$ cat src/rtl/synth_pkg.sv
package synth_pkg;

  // Detector request state, decoded from the two edge latches.
  typedef enum logic [1:0] {
    PUMP_IDLE = 2'b00,
    PUMP_SRC  = 2'b10,
    PUMP_SNK  = 2'b01,
    PUMP_BOTH = 2'b11
  } pump_state_e;

  // Number of counter states for which a divided wave stays high.
  function automatic int unsigned high_span(input int unsigned r);
    return (r + 1) / 2;
  endfunction

  // Width needed to count 0..r-1.
  function automatic int unsigned count_bits(input int unsigned r);
    return (r < 2) ? 1 : $clog2(r);
  endfunction

endpackage

$ cat src/rtl/synth_fixed_div.sv
module synth_fixed_div
  import synth_pkg::*;
#(
  parameter int unsigned RATIO = 8
) (
  input  logic clk,
  input  logic rst_n,
  input  logic tick,
  output logic wave,
  output logic fall,
  output logic wrap
);

  localparam int unsigned CW     = count_bits(RATIO);
  localparam int unsigned HI     = high_span(RATIO);
  localparam logic [CW-1:0] LAST = CW'(RATIO - 1);
  localparam logic [CW-1:0] DROP = CW'(HI - 1);

  logic [CW-1:0] cnt_q;
  logic          wave_q;

  assign wrap = tick && (cnt_q == LAST);
  assign fall = tick && (cnt_q == DROP);
  assign wave = wave_q;

  always_ff @(posedge clk or negedge rst_n) begin
    if (!rst_n) begin
      cnt_q <= '0;
    end else if (wrap) begin
      cnt_q <= '0;
    end else if (tick) begin
      cnt_q <= cnt_q + CW'(1);
    end
  end

  always_ff @(posedge clk or negedge rst_n) begin
    if (!rst_n) begin
      wave_q <= 1'b1;
    end else if (wrap) begin
      wave_q <= 1'b1;
    end else if (fall) begin
      wave_q <= 1'b0;
    end
  end

endmodule

$ cat src/rtl/synth_prog_div.sv
module synth_prog_div #(
  parameter int unsigned N_BITS = 15,
  parameter int unsigned N_MIN  = 256
) (
  input  logic              clk,
  input  logic              rst_n,
  input  logic              tick,
  input  logic [N_BITS-1:0] ratio_in,
  output logic              wave,
  output logic              fall,
  output logic              wrap,
  output logic [N_BITS-1:0] active_ratio
);

  localparam logic [N_BITS-1:0] FLOOR = N_BITS'(N_MIN);

  function automatic logic [N_BITS-1:0] floor_ratio(input logic [N_BITS-1:0] n);
    return (n < FLOOR) ? FLOOR : n;
  endfunction

  logic [N_BITS-1:0] cnt_q;
  logic [N_BITS-1:0] cur_q;
  logic              wave_q;
  logic [N_BITS:0]   half_span;
  logic [N_BITS-1:0] drop_at;
  logic [N_BITS-1:0] last_at;

  always_comb begin
    half_span = ({1'b0, cur_q} + (N_BITS+1)'(1)) >> 1;
    drop_at   = N_BITS'(half_span - (N_BITS+1)'(1));
    last_at   = cur_q - N_BITS'(1);
  end

  assign wrap         = tick && (cnt_q == last_at);
  assign fall         = tick && (cnt_q == drop_at);
  assign wave         = wave_q;
  assign active_ratio = cur_q;

  // Count and ratio update: the new ratio is taken only on wrap.
  always_ff @(posedge clk or negedge rst_n) begin
    if (!rst_n) begin
      cnt_q <= '0;
      cur_q <= FLOOR;
    end else if (wrap) begin
      cnt_q <= '0;
      cur_q <= floor_ratio(ratio_in);
    end else if (tick) begin
      cnt_q <= cnt_q + N_BITS'(1);
    end
  end

  always_ff @(posedge clk or negedge rst_n) begin
    if (!rst_n) begin
      wave_q <= 1'b1;
    end else if (wrap) begin
      wave_q <= 1'b1;
    end else if (fall) begin
      wave_q <= 1'b0;
    end
  end

endmodule

$ cat src/rtl/synth_phase_det.sv
module synth_phase_det (
  input  logic clk,
  input  logic rst_n,
  input  logic div_fall,
  input  logic ref_fall,
  output logic up_q,
  output logic dn_q
);

  logic both_set;

  assign both_set = up_q && dn_q;

  // Each edge sets its latch; once both are set they clear together.
  always_ff @(posedge clk or negedge rst_n) begin
    if (!rst_n) begin
      up_q <= 1'b0;
      dn_q <= 1'b0;
    end else if (both_set) begin
      up_q <= div_fall;
      dn_q <= ref_fall;
    end else begin
      up_q <= up_q || div_fall;
      dn_q <= dn_q || ref_fall;
    end
  end

endmodule

$ cat src/rtl/synth_pfd_core.sv
module synth_pfd_core
  import synth_pkg::*;
#(
  parameter int unsigned N_BITS   = 15,
  parameter int unsigned N_MIN    = 256,
  parameter int unsigned PRESCALE = 8,
  parameter int unsigned REF_DIV  = 512
) (
  input  logic              clk,
  input  logic              rst_n,
  input  logic              vco_tick,
  input  logic              xtal_tick,
  input  logic [N_BITS-1:0] ratio,
  input  logic              cp_off,
  input  logic              test_en,
  input  logic              hi_cur,
  input  logic              amp_off,
  input  logic [1:0]        port_ctl,
  output logic              pump_up,
  output logic              pump_dn,
  output logic              pump_hiz,
  output logic              cur_hi,
  output logic              amp_en,
  output logic              port6,
  output logic              port7
);

  // Named internal events, visible to the bound checker.
  logic              presc_wrap;
  logic              presc_fall;
  logic              presc_wave;
  logic              ref_wave;
  logic              ref_fall;
  logic              ref_wrap;
  logic              div_wave;
  logic              div_fall;
  logic              prog_wrap;
  logic [N_BITS-1:0] cur_ratio;
  logic              up_latch;
  logic              dn_latch;
  pump_state_e       pump_state;

  synth_fixed_div #(.RATIO(PRESCALE)) u_presc (
    .clk   (clk),
    .rst_n (rst_n),
    .tick  (vco_tick),
    .wave  (presc_wave),
    .fall  (presc_fall),
    .wrap  (presc_wrap)
  );

  synth_prog_div #(.N_BITS(N_BITS), .N_MIN(N_MIN)) u_prog (
    .clk          (clk),
    .rst_n        (rst_n),
    .tick         (presc_wrap),
    .ratio_in     (ratio),
    .wave         (div_wave),
    .fall         (div_fall),
    .wrap         (prog_wrap),
    .active_ratio (cur_ratio)
  );

  synth_fixed_div #(.RATIO(REF_DIV)) u_ref (
    .clk   (clk),
    .rst_n (rst_n),
    .tick  (xtal_tick),
    .wave  (ref_wave),
    .fall  (ref_fall),
    .wrap  (ref_wrap)
  );

  synth_phase_det u_det (
    .clk      (clk),
    .rst_n    (rst_n),
    .div_fall (div_fall),
    .ref_fall (ref_fall),
    .up_q     (up_latch),
    .dn_q     (dn_latch)
  );

  assign pump_state = pump_state_e'({up_latch, dn_latch});

  always_comb begin
    pump_up  = 1'b0;
    pump_dn  = 1'b0;
    if (!cp_off) begin
      unique case (pump_state)
        PUMP_SRC: pump_up = 1'b1;
        PUMP_SNK: pump_dn = 1'b1;
        default:  ;
      endcase
    end
    pump_hiz = !(pump_up || pump_dn);
  end

  assign cur_hi = hi_cur;
  assign amp_en = !amp_off;
  assign port6  = test_en ? ref_wave : port_ctl[0];
  assign port7  = test_en ? div_wave : port_ctl[1];

endmodule

$ cat config.mk
export PLATFORM = sky130hd
export DESIGN_NAME = synth_pfd_core
export DESIGN_NICKNAME = d
export VERILOG_FILES = /design/src/rtl/synth_pkg.sv /design/src/rtl/synth_fixed_div.sv /design/src/rtl/synth_prog_div.sv /design/src/rtl/synth_phase_det.sv /design/src/rtl/synth_pfd_core.sv
export SDC_FILE = /design/constraint.sdc
export NUM_CORES = 1
export LEC_CHECK = 0
export ABC_AREA = 1
export CAP_MARGIN = 20
export CELL_PAD_IN_SITES_DETAIL_PLACEMENT = 0
export CELL_PAD_IN_SITES_GLOBAL_PLACEMENT = 1
export CORE_MARGIN = 2
export CORE_UTILIZATION = 40
export DETAILED_ROUTE_END_ITERATION = 8
export PLACE_DENSITY = 0.79
export SLEW_MARGIN = 20
export SYNTH_ARGS = -nofsm -noshare
export SYNTH_HDL_FRONTEND = slang
export SYNTH_SLANG_ARGS = --single-unit
$ cat constraint.sdc
create_clock -name clk -period 2.4 [get_ports clk]
set_input_delay 0.36 -clock clk [delete_from_list [all_inputs] [get_ports clk]]
set_output_delay 0.36 -clock clk [all_outputs]
set_load 0.1 [all_outputs]
==> results of run 1 <==
## synth_stat cells (4+ instances only)
cell type / n / share of area (%)
sky130_fd_sc_hd__a21oi_1: 10 / 1.2
sky130_fd_sc_hd__buf_2: 4 / 0.49
sky130_fd_sc_hd__buf_4: 6 / 1.1
sky130_fd_sc_hd__dfrtp_1: 43 / 26
sky130_fd_sc_hd__ha_1: 9 / 2.8
sky130_fd_sc_hd__inv_1: 84 / 7.7
sky130_fd_sc_hd__nand2_1: 234 / 22
sky130_fd_sc_hd__nand3_1: 69 / 8.5
sky130_fd_sc_hd__nand4_1: 15 / 2.3
sky130_fd_sc_hd__nor2_1: 65 / 6.0
sky130_fd_sc_hd__nor2_2: 5 / 0.77
sky130_fd_sc_hd__nor2_4: 5 / 1.4
sky130_fd_sc_hd__nor3_1: 14 / 1.7
sky130_fd_sc_hd__nor4_1: 5 / 0.77
sky130_fd_sc_hd__o21ai_0: 7 / 0.86
sky130_fd_sc_hd__or2_2: 6 / 0.92
sky130_fd_sc_hd__xor2_1: 36 / 7.7
## cells in the final DEF (no fill, tap or decap), types with 2 or more instances in the layout
cell type / count
sky130_fd_sc_hd__inv_1: 80
sky130_fd_sc_hd__or2_2: 6
sky130_fd_sc_hd__dfrtp_1: 41
sky130_fd_sc_hd__mux2_2: 3
sky130_fd_sc_hd__nor2_1: 49
sky130_fd_sc_hd__nor4_1: 5
sky130_fd_sc_hd__ha_4: 3
sky130_fd_sc_hd__a21oi_1: 9
sky130_fd_sc_hd__buf_6: 3
sky130_fd_sc_hd__xnor2_1: 3
sky130_fd_sc_hd__dfrtp_2: 2
sky130_fd_sc_hd__dfstp_2: 3
sky130_fd_sc_hd__nand3_2: 5
sky130_fd_sc_hd__nand2_4: 2
sky130_fd_sc_hd__o21ai_0: 7
sky130_fd_sc_hd__clkinv_1: 2
sky130_fd_sc_hd__buf_4: 38
sky130_fd_sc_hd__buf_12: 6
sky130_fd_sc_hd__clkbuf_8: 5
sky130_fd_sc_hd__nor2_4: 10
sky130_fd_sc_hd__ha_1: 6
sky130_fd_sc_hd__nand2_1: 213
sky130_fd_sc_hd__nor2_2: 16
sky130_fd_sc_hd__nand3b_1: 2
sky130_fd_sc_hd__nor3_1: 14
sky130_fd_sc_hd__nand3_1: 65
sky130_fd_sc_hd__nand2_2: 22
sky130_fd_sc_hd__clkdlybuf4s50_1: 22
sky130_fd_sc_hd__xor2_1: 36
sky130_fd_sc_hd__inv_2: 5
sky130_fd_sc_hd__nand4_1: 15
## area by class of cell
class | count | area share [%]
clock inverters | 3 | 0.8566
multi-input cells | 501 | 52.52
well taps | 133 | 3.255
inverters | 87 | 6.388
flip-flops and latches | 46 | 22.64
repair buffers | 70 | 13.00
clock buffers | 5 | 1.346
## power groups by stage
stage          clock network (uW)  logic [uW]  registers (uW)
6_report                      611         665            1010
2_1_floorplan                   0         436            1000
3_3_place_gp                    0         648            1020
4_1_cts                       631         662            1010
3_5_place_dp                    0         661            1030
5_1_grt                       651         737            1030
## cells by family (layout without fill, tap and decap cells)
group | after synthesis | in the layout | synth area share [%]
buffers and inverters | 103 | 165 | 10.54
XOR/XNOR | 39 | 39 | 8.390
AO/OA/AOI/OAI | 21 | 21 | 2.858
adder cells (fa/ha/maj) | 9 | 9 | 2.766
AND/OR/NAND/NOR | 429 | 429 | 46.25
flip-flops | 46 | 46 | 28.37
multiplexers | 3 | 3 | 0.8297
## what timing repair did
| action | in CTS | in global routing |
|---|---|---|
| gates resized for setup | 4 | 60 |
| setup buffers | 2 | 8 |
| pin swaps | 0 | 28 |
| endpoints found under the setup margin | 2 | 27 |
## worst max path at each step
stage                                         to  slack, ns  cells past startpoint                               start
global placement         u_prog.wave$_DFFE_PN1P_      -0.02                     17  u_prog.active_ratio[0]$_DFFE_PN0P_
global route             u_prog.wave$_DFFE_PN1P_      -0.09                     19  u_prog.active_ratio[0]$_DFFE_PN0P_
detailed placement       u_prog.wave$_DFFE_PN1P_      -0.09                     18  u_prog.active_ratio[1]$_DFFE_PN0P_
finish              u_prog.cnt_q[14]$_DFFE_PN0P_       0.14                     12  u_prog.active_ratio[2]$_DFFE_PN0P_
floorplan                                pump_dn       0.12                      2                u_det.up_q$_DFF_PN0_
CTS                      u_prog.wave$_DFFE_PN1P_       0.03                     17  u_prog.active_ratio[0]$_DFFE_PN0P_
## per-stage QoR
| step | std cells | instance area (sq um) |
|---|---|---|
| after CTS | 838 | 4858 |
| after global placement | 828 | 4721 |
| after floorplan | 650 | 4071 |
| after detailed placement | 828 | 4721 |
| after global routing | 845 | 5112 |
| final | 845 | 5112 |
## routing by layer
layer,track usage (%),vias up
li1,-,2154
met1,29.18,1982
met2,34.51,107
met3,3.431,17
met4,7.810,0
met5,0,-
## state kept, by name (all words and copies together) (netlist names)
signal,flops
u_det.dn_q,1
u_det.up_q,1
u_presc.cnt_q,3
u_prog.active_ratio,15
u_prog.cnt_q,15
u_prog.wave,1
u_ref.cnt_q,9
u_ref.wave,1
==> flow_summary.json, run 1 <==
{
  "amount_of_wire_on_met3_after_detailed_routing_um": 617,
  "antenna_cells": 0,
  "start_kind": "register",
  "cts.reportedPaths.clkPinSlew_ns": 0.10,
  "yosys_warnings": 0,
  "reg2reg_from": "u_prog.active_ratio[2]$_DFFE_PN0P_",
  "vias_per_cell": 5.041,
  "clock_power_share_pct": 26.7,
  "uppermost_metal_layer_occupied_by_signal_nets": "met4",
  "first_global_vias": 3907,
  "placeableCoreArea_sq_um": 9819,
  "detailedPlacementHpwl_um": 9360,
  "dr_wl_cell_um": 13.86,
  "power.internal_uw": 1482,
  "synth_edf_count": 0,
  "fin_worst_hold_slack_ns": 0.03074,
  "max_freq_ghz": 0.4424,
  "route.vias.total": 4260,
  "cts-root-to-sink-buffers": 2,
  "drt_first_iter_violations": 234,
  "final_critical_path_setup_slack_ns": 0.1398,
  "synth_flop_cell": "sky130_fd_sc_hd__dfrtp_1",
  "pin_count_of_the_biggest_net_entering_global_routing": 27,
  "vdd_ir_drop_max_mv": 0.3257,
  "fin_tns_setup_ns": 0,
  "worst_path_required_ns": 2.61,
  "end_of_the_worst_register_to_register_path": "u_prog.cnt_q[14]$_DFFE_PN0P_",
  "layout_filler_cell_count": 1045,
  "power.combinational.fraction_pct": 29.1,
  "antenna_violating_nets_post_route": 0,
  "slew_headroom_pct": 61.44,
  "timing.hold.worst.class": "input pin to async pin",
  "x_dimension_of_the_die_um": 104.9,
  "cts_hold_bufs": 0,
  "synth-seq-area-share_pct": 28.37,
  "synth_cell_type_count": 37,
  "final_util_pct": 52.06,
  "crit_type": "register to register",
  "worst_pin_slew_ns": 0.5783,
  "dieArea_sq_um": 11000,
  "outcome": "completed",
  "first_pass_iters": 5,
  "cp.arrival_ns": 2.47,
  "critPathMostFrequentCell": "sky130_fd_sc_hd__nand2_1",
  "count_of_final_hold_check_violations": 0,
  "rsz0062_at_grt": "yes",
  "post_route_cells_drive_above_1_share_pct": 19.38,
  "floorplan.initialDensity_pct": 41.46,
  "pwr_density_cell_nw_per_um2": 447.4,
  "grt_overflow": 0,
  "sequential_group_share_of_total_power_pct": 44.2,
  "clkSinkCount": 46,
  "timing.final.max_slew_violations": 0,
  "path_delay_family": "simple AND/OR/NAND/NOR gates",
  "clock-root-buffer": "sky130_fd_sc_hd__clkbuf_8",
  "wire_length_of_the_first_global_routing_pass_um": 18800,
  "timing.critical_path.to_type": "register",
  "boundaryPins": 32,
  "final_worst_path_period_share_pct": 94.18,
  "reg2reg_depth": 12,
  "timing.final.setup_violations": 0,
  "cp_cell_sequence": "inv_1, nand3_1, nor3_4, nand2_1, nor2_1, nand2_1, xor2_1, nand2_1, nor2_2, nand2_4, inv_1, nor2_1",
  "p_total_uw": 2287,
  "gp_routability_congestion": 0.8951,
  "cts_htree_levels": 2,
  "clk_latency_ns": 0.32,
  "tritoncts": "built",
  "netlist_instances": 650,
  "synthesis.area_sq_um": 4071,
  "worst_path_largest_cell_delay_ns": 0.51,
  "power_leakage_uw": 0.002727,
  "crit_path_top_delay_cell": "sky130_fd_sc_hd__dfrtp_2",
  "initial_antenna_violation_count": 0,
  "synthToLayoutAreaGrowth_pct": 25.57,
  "wl_met2_um": 5503,
  "asyncSetResetFlopFracSynth_pct": 100.0,
  "worst_clock_skew_ns": 0.01213,
  "postRouteWirelength_um": 11710,
  "net-switching-power_uw": 805.3,
  "multiInputGateArea_sq_um": 2685,
  "port_buffers": 29,
  "post-route-min-period_ns": 2.260,
  "numCtsBuffers": 5,
  "preCtsSetupSlack_ns": -0.09298,
  "avgSynthCellArea_sq_um": 6.264,
  "routedLengthMet1_um": 5291,
  "synth.net_count": 684,
  "ff_latch_area_sq_um": 1157,
  "ys_seq_elements": 46,
  "final_nets": 745,
  "reg2reg_slack_ns": 0.14,
  "path_max_fanout": 17,
  "grt.total_usage_pct": 21.50,
  "path_buf_inv": 2,
  "die-height_um": 104.9,
  "floorplan.rows": 36,
  "route.detailed.drc": 0,
  "netSwitchingFraction_pct": 35.21,
  "timing.max_cap.violations": 0
}
(Power assumes the default switching activity.)
==> inputs of run 2 (changes only) <==
Settings changed: RECOVER_POWER set to 25.
==> run 2 against run 1 <==
Utilization fell by 0.17 points. Design area fell by 0.32%. Non-clock buffer count did not move. Critical path depth did not move. Combinational power barely moved. Fmax fell by 0.21%. First-iteration DRC count fell by 7.3%. Clock skew barely moved. Routed wire length rose by 0.32%. Register-to-register slack barely moved. Power fell by 0.17%.
==> flow_summary.json, run 2 (synthesis results as in run 1) <==
{
  "power.internal_uw": 1479,
  "path_max_fanout": 17,
  "tritoncts": "built",
  "reg2reg_depth": 12,
  "initial_antenna_violation_count": 0,
  "cts.reportedPaths.clkPinSlew_ns": 0.10,
  "sequential_group_share_of_total_power_pct": 44.3,
  "layout.cell_area.non_filler_sq_um": 5096,
  "worst_clock_skew_ns": 0.01193,
  "die-height_um": 104.9,
  "dieArea_sq_um": 11000,
  "global_routing_usage_on_met1_pct": 29.18,
  "reg2reg_from": "u_prog.active_ratio[2]$_DFFE_PN0P_",
  "timing.final.max_slew_violations": 0,
  "power.combinational.fraction_pct": 29.0,
  "boundaryPins": 32,
  "p_total_uw": 2283,
  "floorplan.rows": 36,
  "net-switching-power_uw": 804.6,
  "timing.critical_path.to_type": "register",
  "clock_power_share_pct": 26.7,
  "floorplan.initialDensity_pct": 41.46,
  "placedInstanceArea_sq_um": 4721,
  "count_of_final_hold_check_violations": 0,
  "wire_length_of_the_first_global_routing_pass_um": 18800,
  "pin_count_of_the_biggest_net_entering_global_routing": 27,
  "multiInputGateArea_sq_um": 2685,
  "port_buffers": 29,
  "timing.max_cap.violations": 0,
  "clock-root-buffer": "sky130_fd_sc_hd__clkbuf_8",
  "synthToLayoutAreaGrowth_pct": 25.17,
  "clk_latency_ns": 0.32,
  "vias_per_cell": 5.033,
  "clkSinkCount": 46,
  "cts_hold_bufs": 0,
  "x_dimension_of_the_die_um": 104.9,
  "grt_overflow": 0,
  "postRouteWirelength_um": 11750,
  "grt.total_usage_pct": 21.50,
  "vdd_ir_drop_max_mv": 0.3252,
  "route.detailed.drc": 0,
  "outcome": "completed",
  "power_leakage_uw": 0.002719,
  "final_util_pct": 51.90,
  "cts_htree_levels": 2,
  "grt_util_met2_pct": 34.51,
  "dr_wl_cell_um": 13.90,
  "detailedPlacementHpwl_um": 9360,
  "slew_headroom_pct": 11.65,
  "first_pass_iters": 4,
  "final_critical_path_setup_slack_ns": 0.1351,
  "numCtsBuffers": 5,
  "cp.arrival_ns": 2.48,
  "post-route-min-period_ns": 2.265,
  "pwr_density_cell_nw_per_um2": 448.1,
  "antenna_violating_nets_post_route": 0,
  "use_met3_pct": 3.431,
  "worst_pin_slew_ns": 1.325,
  "layout_filler_cell_count": 1048,
  "start_kind": "register",
  "netSwitchingFraction_pct": 35.23,
  "reg2reg_slack_ns": 0.14,
  "gp_routability_congestion": 0.8951,
  "first_global_vias": 3907,
  "final_worst_path_period_share_pct": 94.37,
  "rsz0062_at_grt": "yes",
  "top_usage_layer": "met2",
  "antenna_cells": 0,
  "route.vias.total": 4253,
  "final_nets": 745,
  "end_of_the_worst_register_to_register_path": "u_prog.cnt_q[14]$_DFFE_PN0P_",
  "max_freq_ghz": 0.4415,
  "post_route_cells_drive_above_1_share_pct": 19.24,
  "timing.hold.worst.class": "input pin to async pin",
  "ff_latch_area_sq_um": 1157,
  "layout_commonest_cell": "sky130_fd_sc_hd__nand2_1",
  "top_library_cells_by_usage_in_the_layout_fill_and_taps_aside": "sky130_fd_sc_hd__nand2_1 (213), sky130_fd_sc_hd__inv_1 (80), sky130_fd_sc_hd__nand3_1 (65), sky130_fd_sc_hd__nor2_1 (49), sky130_fd_sc_hd__dfrtp_1 (41)",
  "preCtsSetupSlack_ns": -0.09298,
  "cts-root-to-sink-buffers": 2,
  "drt_first_iter_violations": 217,
  "worst_path_required_ns": 2.61,
  "timing.final.setup_violations": 0,
  "placeableCoreArea_sq_um": 9819,
  "crit_type": "register to register"
}
-- run 2: metal layers --
| metal | part of all wire (%) | vias to the layer above |
|---|---|---|
| li1 | - | 2151 |
| met1 | 45 | 1977 |
| met3 | 5.4 | 17 |
| met5 | 0 | - |
| met4 | 2.5 | 0 |
| met2 | 47 | 108 |
-- run 2: area by class of cell --
cell class	instances	share of cell area, %
multi-input combinational	501	52.69
sequential	46	22.71
timing repair buffer	70	12.72
inverter	87	6.408
tap	133	3.265
clock buffer	5	1.350
clock inverter	3	0.8593
-- run 2: metrics by stage --
step	TNS, ns	hold slack (ns)	std cells
final	0	0.3168	845
after floorplan	0	0.06441	650
after CTS	0	0.03926	838
after detailed placement	-0.1531	0.3879	828
after global routing	-0.1310	0.3993	845
after global placement	-0.01840	0.3763	828
-- run 2: repair_timing --
action                                  4_1_cts  5_1_grt
setup buffers                                 2        8
resized for setup                             4       60
pin swaps                                     0       28
endpoints found under the hold margin         0        0
endpoints found under the setup margin        2       27
-- run 2: worst max-delay path by stage --
stage / from / endpoint / slack (ns) / depth (start not counted)
2_1_floorplan: u_det.up_q$_DFF_PN0_ / pump_dn / 0.12 / 2
3_3_place_gp: u_prog.active_ratio[0]$_DFFE_PN0P_ / u_prog.wave$_DFFE_PN1P_ / -0.02 / 17
3_5_place_dp: u_prog.active_ratio[1]$_DFFE_PN0P_ / u_prog.wave$_DFFE_PN1P_ / -0.09 / 18
4_1_cts: u_prog.active_ratio[0]$_DFFE_PN0P_ / u_prog.wave$_DFFE_PN1P_ / 0.03 / 17
5_1_grt: u_prog.active_ratio[0]$_DFFE_PN0P_ / u_prog.wave$_DFFE_PN1P_ / -0.09 / 19
6_report: u_prog.active_ratio[2]$_DFFE_PN0P_ / u_prog.cnt_q[14]$_DFFE_PN0P_ / 0.14 / 12
-- run 2: critical path, cell delays in order (launching register included) --
cell and delay [ns]:
sky130_fd_sc_hd__dfrtp_2 0.51, sky130_fd_sc_hd__inv_1 0.13, sky130_fd_sc_hd__nand3_1 0.14, sky130_fd_sc_hd__nor3_4 0.20
sky130_fd_sc_hd__nand2_1 0.11, sky130_fd_sc_hd__nor2_1 0.14, sky130_fd_sc_hd__nand2_1 0.09, sky130_fd_sc_hd__xor2_1 0.17
sky130_fd_sc_hd__nand2_1 0.08, sky130_fd_sc_hd__nor2_2 0.20, sky130_fd_sc_hd__nand2_4 0.19, sky130_fd_sc_hd__inv_1 0.16
sky130_fd_sc_hd__nor2_1 0.05
-- run 2: power by group through the flow --
stage	Sequential, uW	Clock [uW]	Combinational [uW]
after floorplan	1000	0	436
after global placement	1020	0	648
after detailed placement	1030	0	661
after CTS	1010	631	662
after global routing	1030	651	733
final	1010	609	662
==> inputs of run 3 (changes only) <==
Settings changed: CORE_ASPECT_RATIO set to 0.6.
==> run 3 against run 2 <==
Fmax shrank 2.3%. Flip-flop and latch count unchanged. Clock power is 17% higher. Via count increased by 0.80%. Largest power group unchanged. Highest routed layer unchanged.
==> flow_summary.json, run 3 (synthesis results as in run 1) <==
{
  "clock-root-buffer": "sky130_fd_sc_hd__clkbuf_16",
  "netSwitchingFraction_pct": 33.84,
  "grt_overflow": 0,
  "timing.critical_path.to_type": "register",
  "die-height_um": 82.15,
  "cts_htree_levels": 2,
  "cts_hold_bufs": 0,
  "detailedPlacementHpwl_um": 9564,
  "antenna_cells": 0,
  "first_pass_iters": 5,
  "post-route-min-period_ns": 2.318,
  "synthToLayoutAreaGrowth_pct": 32.45,
  "post_route_cells_drive_above_1_share_pct": 22.42,
  "preCtsSetupSlack_ns": -0.09549,
  "count_of_final_hold_check_violations": 0,
  "tritoncts": "built",
  "path_max_fanout": 5,
  "layout_filler_cell_count": 1008,
  "antenna_violating_nets_post_route": 0,
  "worst_path_required_ns": 2.64,
  "final_nets": 760,
  "wire_length_of_the_first_global_routing_pass_um": 19270,
  "postRouteWirelength_um": 12350,
  "pwr_density_cell_nw_per_um2": 444.0,
  "power.internal_uw": 1584,
  "boundaryPins": 32,
  "max_freq_ghz": 0.4314,
  "numCtsBuffers": 5,
  "gp_routability_congestion": 0.8910,
  "cts.reportedPaths.clkPinSlew_ns": 0.06,
  "timing.max_cap.violations": 0,
  "vdd_ir_drop_max_mv": 0.3676,
  "fin_tns_setup_ns": 0,
  "timing.final.setup_violations": 0,
  "top_library_cells_by_usage_in_the_layout_fill_and_taps_aside": "sky130_fd_sc_hd__nand2_1 (210), sky130_fd_sc_hd__inv_1 (76), sky130_fd_sc_hd__nand3_1 (62), sky130_fd_sc_hd__nor2_1 (50), sky130_fd_sc_hd__buf_4 (44)",
  "power.combinational.fraction_pct": 27.7,
  "clk_latency_ns": 0.29,
  "route.detailed.drc": 0,
  "cp_cell_sequence": "inv_2, nand2_1, nor3_4, nand2_1, nor2_2, nand2_1, xor2_1, nand2_1, nor2_4, nand2_4, buf_6, buf_4, nand2_2",
  "x_dimension_of_the_die_um": 134.2,
  "worst_clock_skew_ns": 0.008667,
  "initial_antenna_violation_count": 0,
  "dr_wl_cell_um": 14.32,
  "dieArea_sq_um": 11030,
  "clock_power_share_pct": 29.7,
  "crit_path_top_delay_cell": "sky130_fd_sc_hd__dfrtp_1",
  "cts-root-to-sink-buffers": 2,
  "worst_path_largest_cell_delay_ns": 0.43,
  "final_worst_path_period_share_pct": 96.58,
  "floorplan.rows": 28,
  "critPathMostFrequentCell": "sky130_fd_sc_hd__nand2_1",
  "port_buffers": 29,
  "power_leakage_uw": 0.002836,
  "pin_count_of_the_biggest_net_entering_global_routing": 47,
  "rsz0062_at_grt": "yes",
  "placeableCoreArea_sq_um": 9879,
  "worst_pin_slew_ns": 1.182,
  "net-switching-power_uw": 810.1,
  "outcome": "completed",
  "first_global_vias": 3748,
  "cp.arrival_ns": 2.55,
  "sequential_group_share_of_total_power_pct": 42.6,
  "path_delay_family": "simple AND/OR/NAND/NOR gates",
  "timing.hold.worst.class": "input pin to async pin",
  "floorplan.initialDensity_pct": 41.21,
  "post-place-cells": 836,
  "start_kind": "register",
  "crit_type": "register to register",
  "clkSinkCount": 46,
  "drt_first_iter_violations": 350,
  "path_buf_inv": 3,
  "layout_commonest_cell": "sky130_fd_sc_hd__nand2_1",
  "final_critical_path_setup_slack_ns": 0.08220,
  "timing.final.max_slew_violations": 0,
  "slew_headroom_pct": 21.18,
  "route.vias.total": 4287,
  "fin_worst_hold_slack_ns": 0.3878,
  "grt.total_usage_pct": 22.58,
  "final-instance-count-excl-fill": 862,
  "vias_per_cell": 4.973
}
## run 3: path summary, 6_finish.rpt
path	start	to	slack (ns)	depth (start not counted)
worst max-delay path	u_prog.active_ratio[4]$_DFFE_PN0P_	u_prog.wave$_DFFE_PN1P_	0.08	13
worst min-delay path	rst_n	u_prog.active_ratio[2]$_DFFE_PN0P_	0.39	2
worst max register to register	u_prog.active_ratio[4]$_DFFE_PN0P_	u_prog.wave$_DFFE_PN1P_	0.08	13
worst min register to register	u_ref.wave$_DFFE_PN1P_	u_ref.wave$_DFFE_PN1P_	0.46	2
max in group asynchronous	rst_n	u_prog.active_ratio[3]$_DFFE_PN0P_	1.23	2
min in group clk	u_ref.wave$_DFFE_PN1P_	u_ref.wave$_DFFE_PN1P_	0.46	2
## run 3: repair_timing
item | in CTS | in global routing
resized for setup | 11 | 91
setup endpoints to repair | 11 | 32
pin swaps | 1 | 34
gates cloned | 0 | 1
buffers inserted | 0 | 17
## run 3: power by group through the flow
stage	registers [uW]	logic, uW	clock network [uW]
after global placement	1030	641	0
after CTS	1020	658	726
after global routing	1040	738	771
after floorplan	1000	436	0
after detailed placement	1030	658	0
final	1020	663	711
## run 3: through the flow
stage / utilization, % / instance area, sq um / total power (uW)
2_1_floorplan: - / 4071 / 1439
3_5_place_dp: 48.14 / 4756 / 1688
3_3_place_gp: 48.14 / 4756 / 1669
5_1_grt: 54.58 / 5393 / 2549
6_report: 54.58 / 5393 / 2394
4_1_cts: 49.99 / 4938 / 2402
## run 3: layout make-up
| type | instances | area [sq um] | area share (%) |
|---|---|---|---|
| Clock buffer | 7 | 142.6 | 2.645 |
| Clock inverter | 1 | 5.005 | 0.09281 |
| Inverter | 87 | 329.1 | 6.102 |
| Multi-Input combinational cell | 502 | 2805 | 52.02 |
| Sequential cell | 46 | 1157 | 21.46 |
| Tap cell | 135 | 168.9 | 3.132 |
| Timing Repair Buffer | 84 | 784.5 | 14.55 |
## run 3: worst register-to-register path: cells and delay by family (launching register included)
family                    cells  cell delay [ns]
xor gates and xnor gates      1             0.20
and+or+nand+nor               9             1.27
DFF                           1             0.43
buffers and inverters         3             0.39
## run 3: metal layers
layer,share of wire [%],GRT usage (%)
met5,0,0
met4,0.98,4.421
met3,6.2,3.907
met2,38,30.51
met1,55,36.60
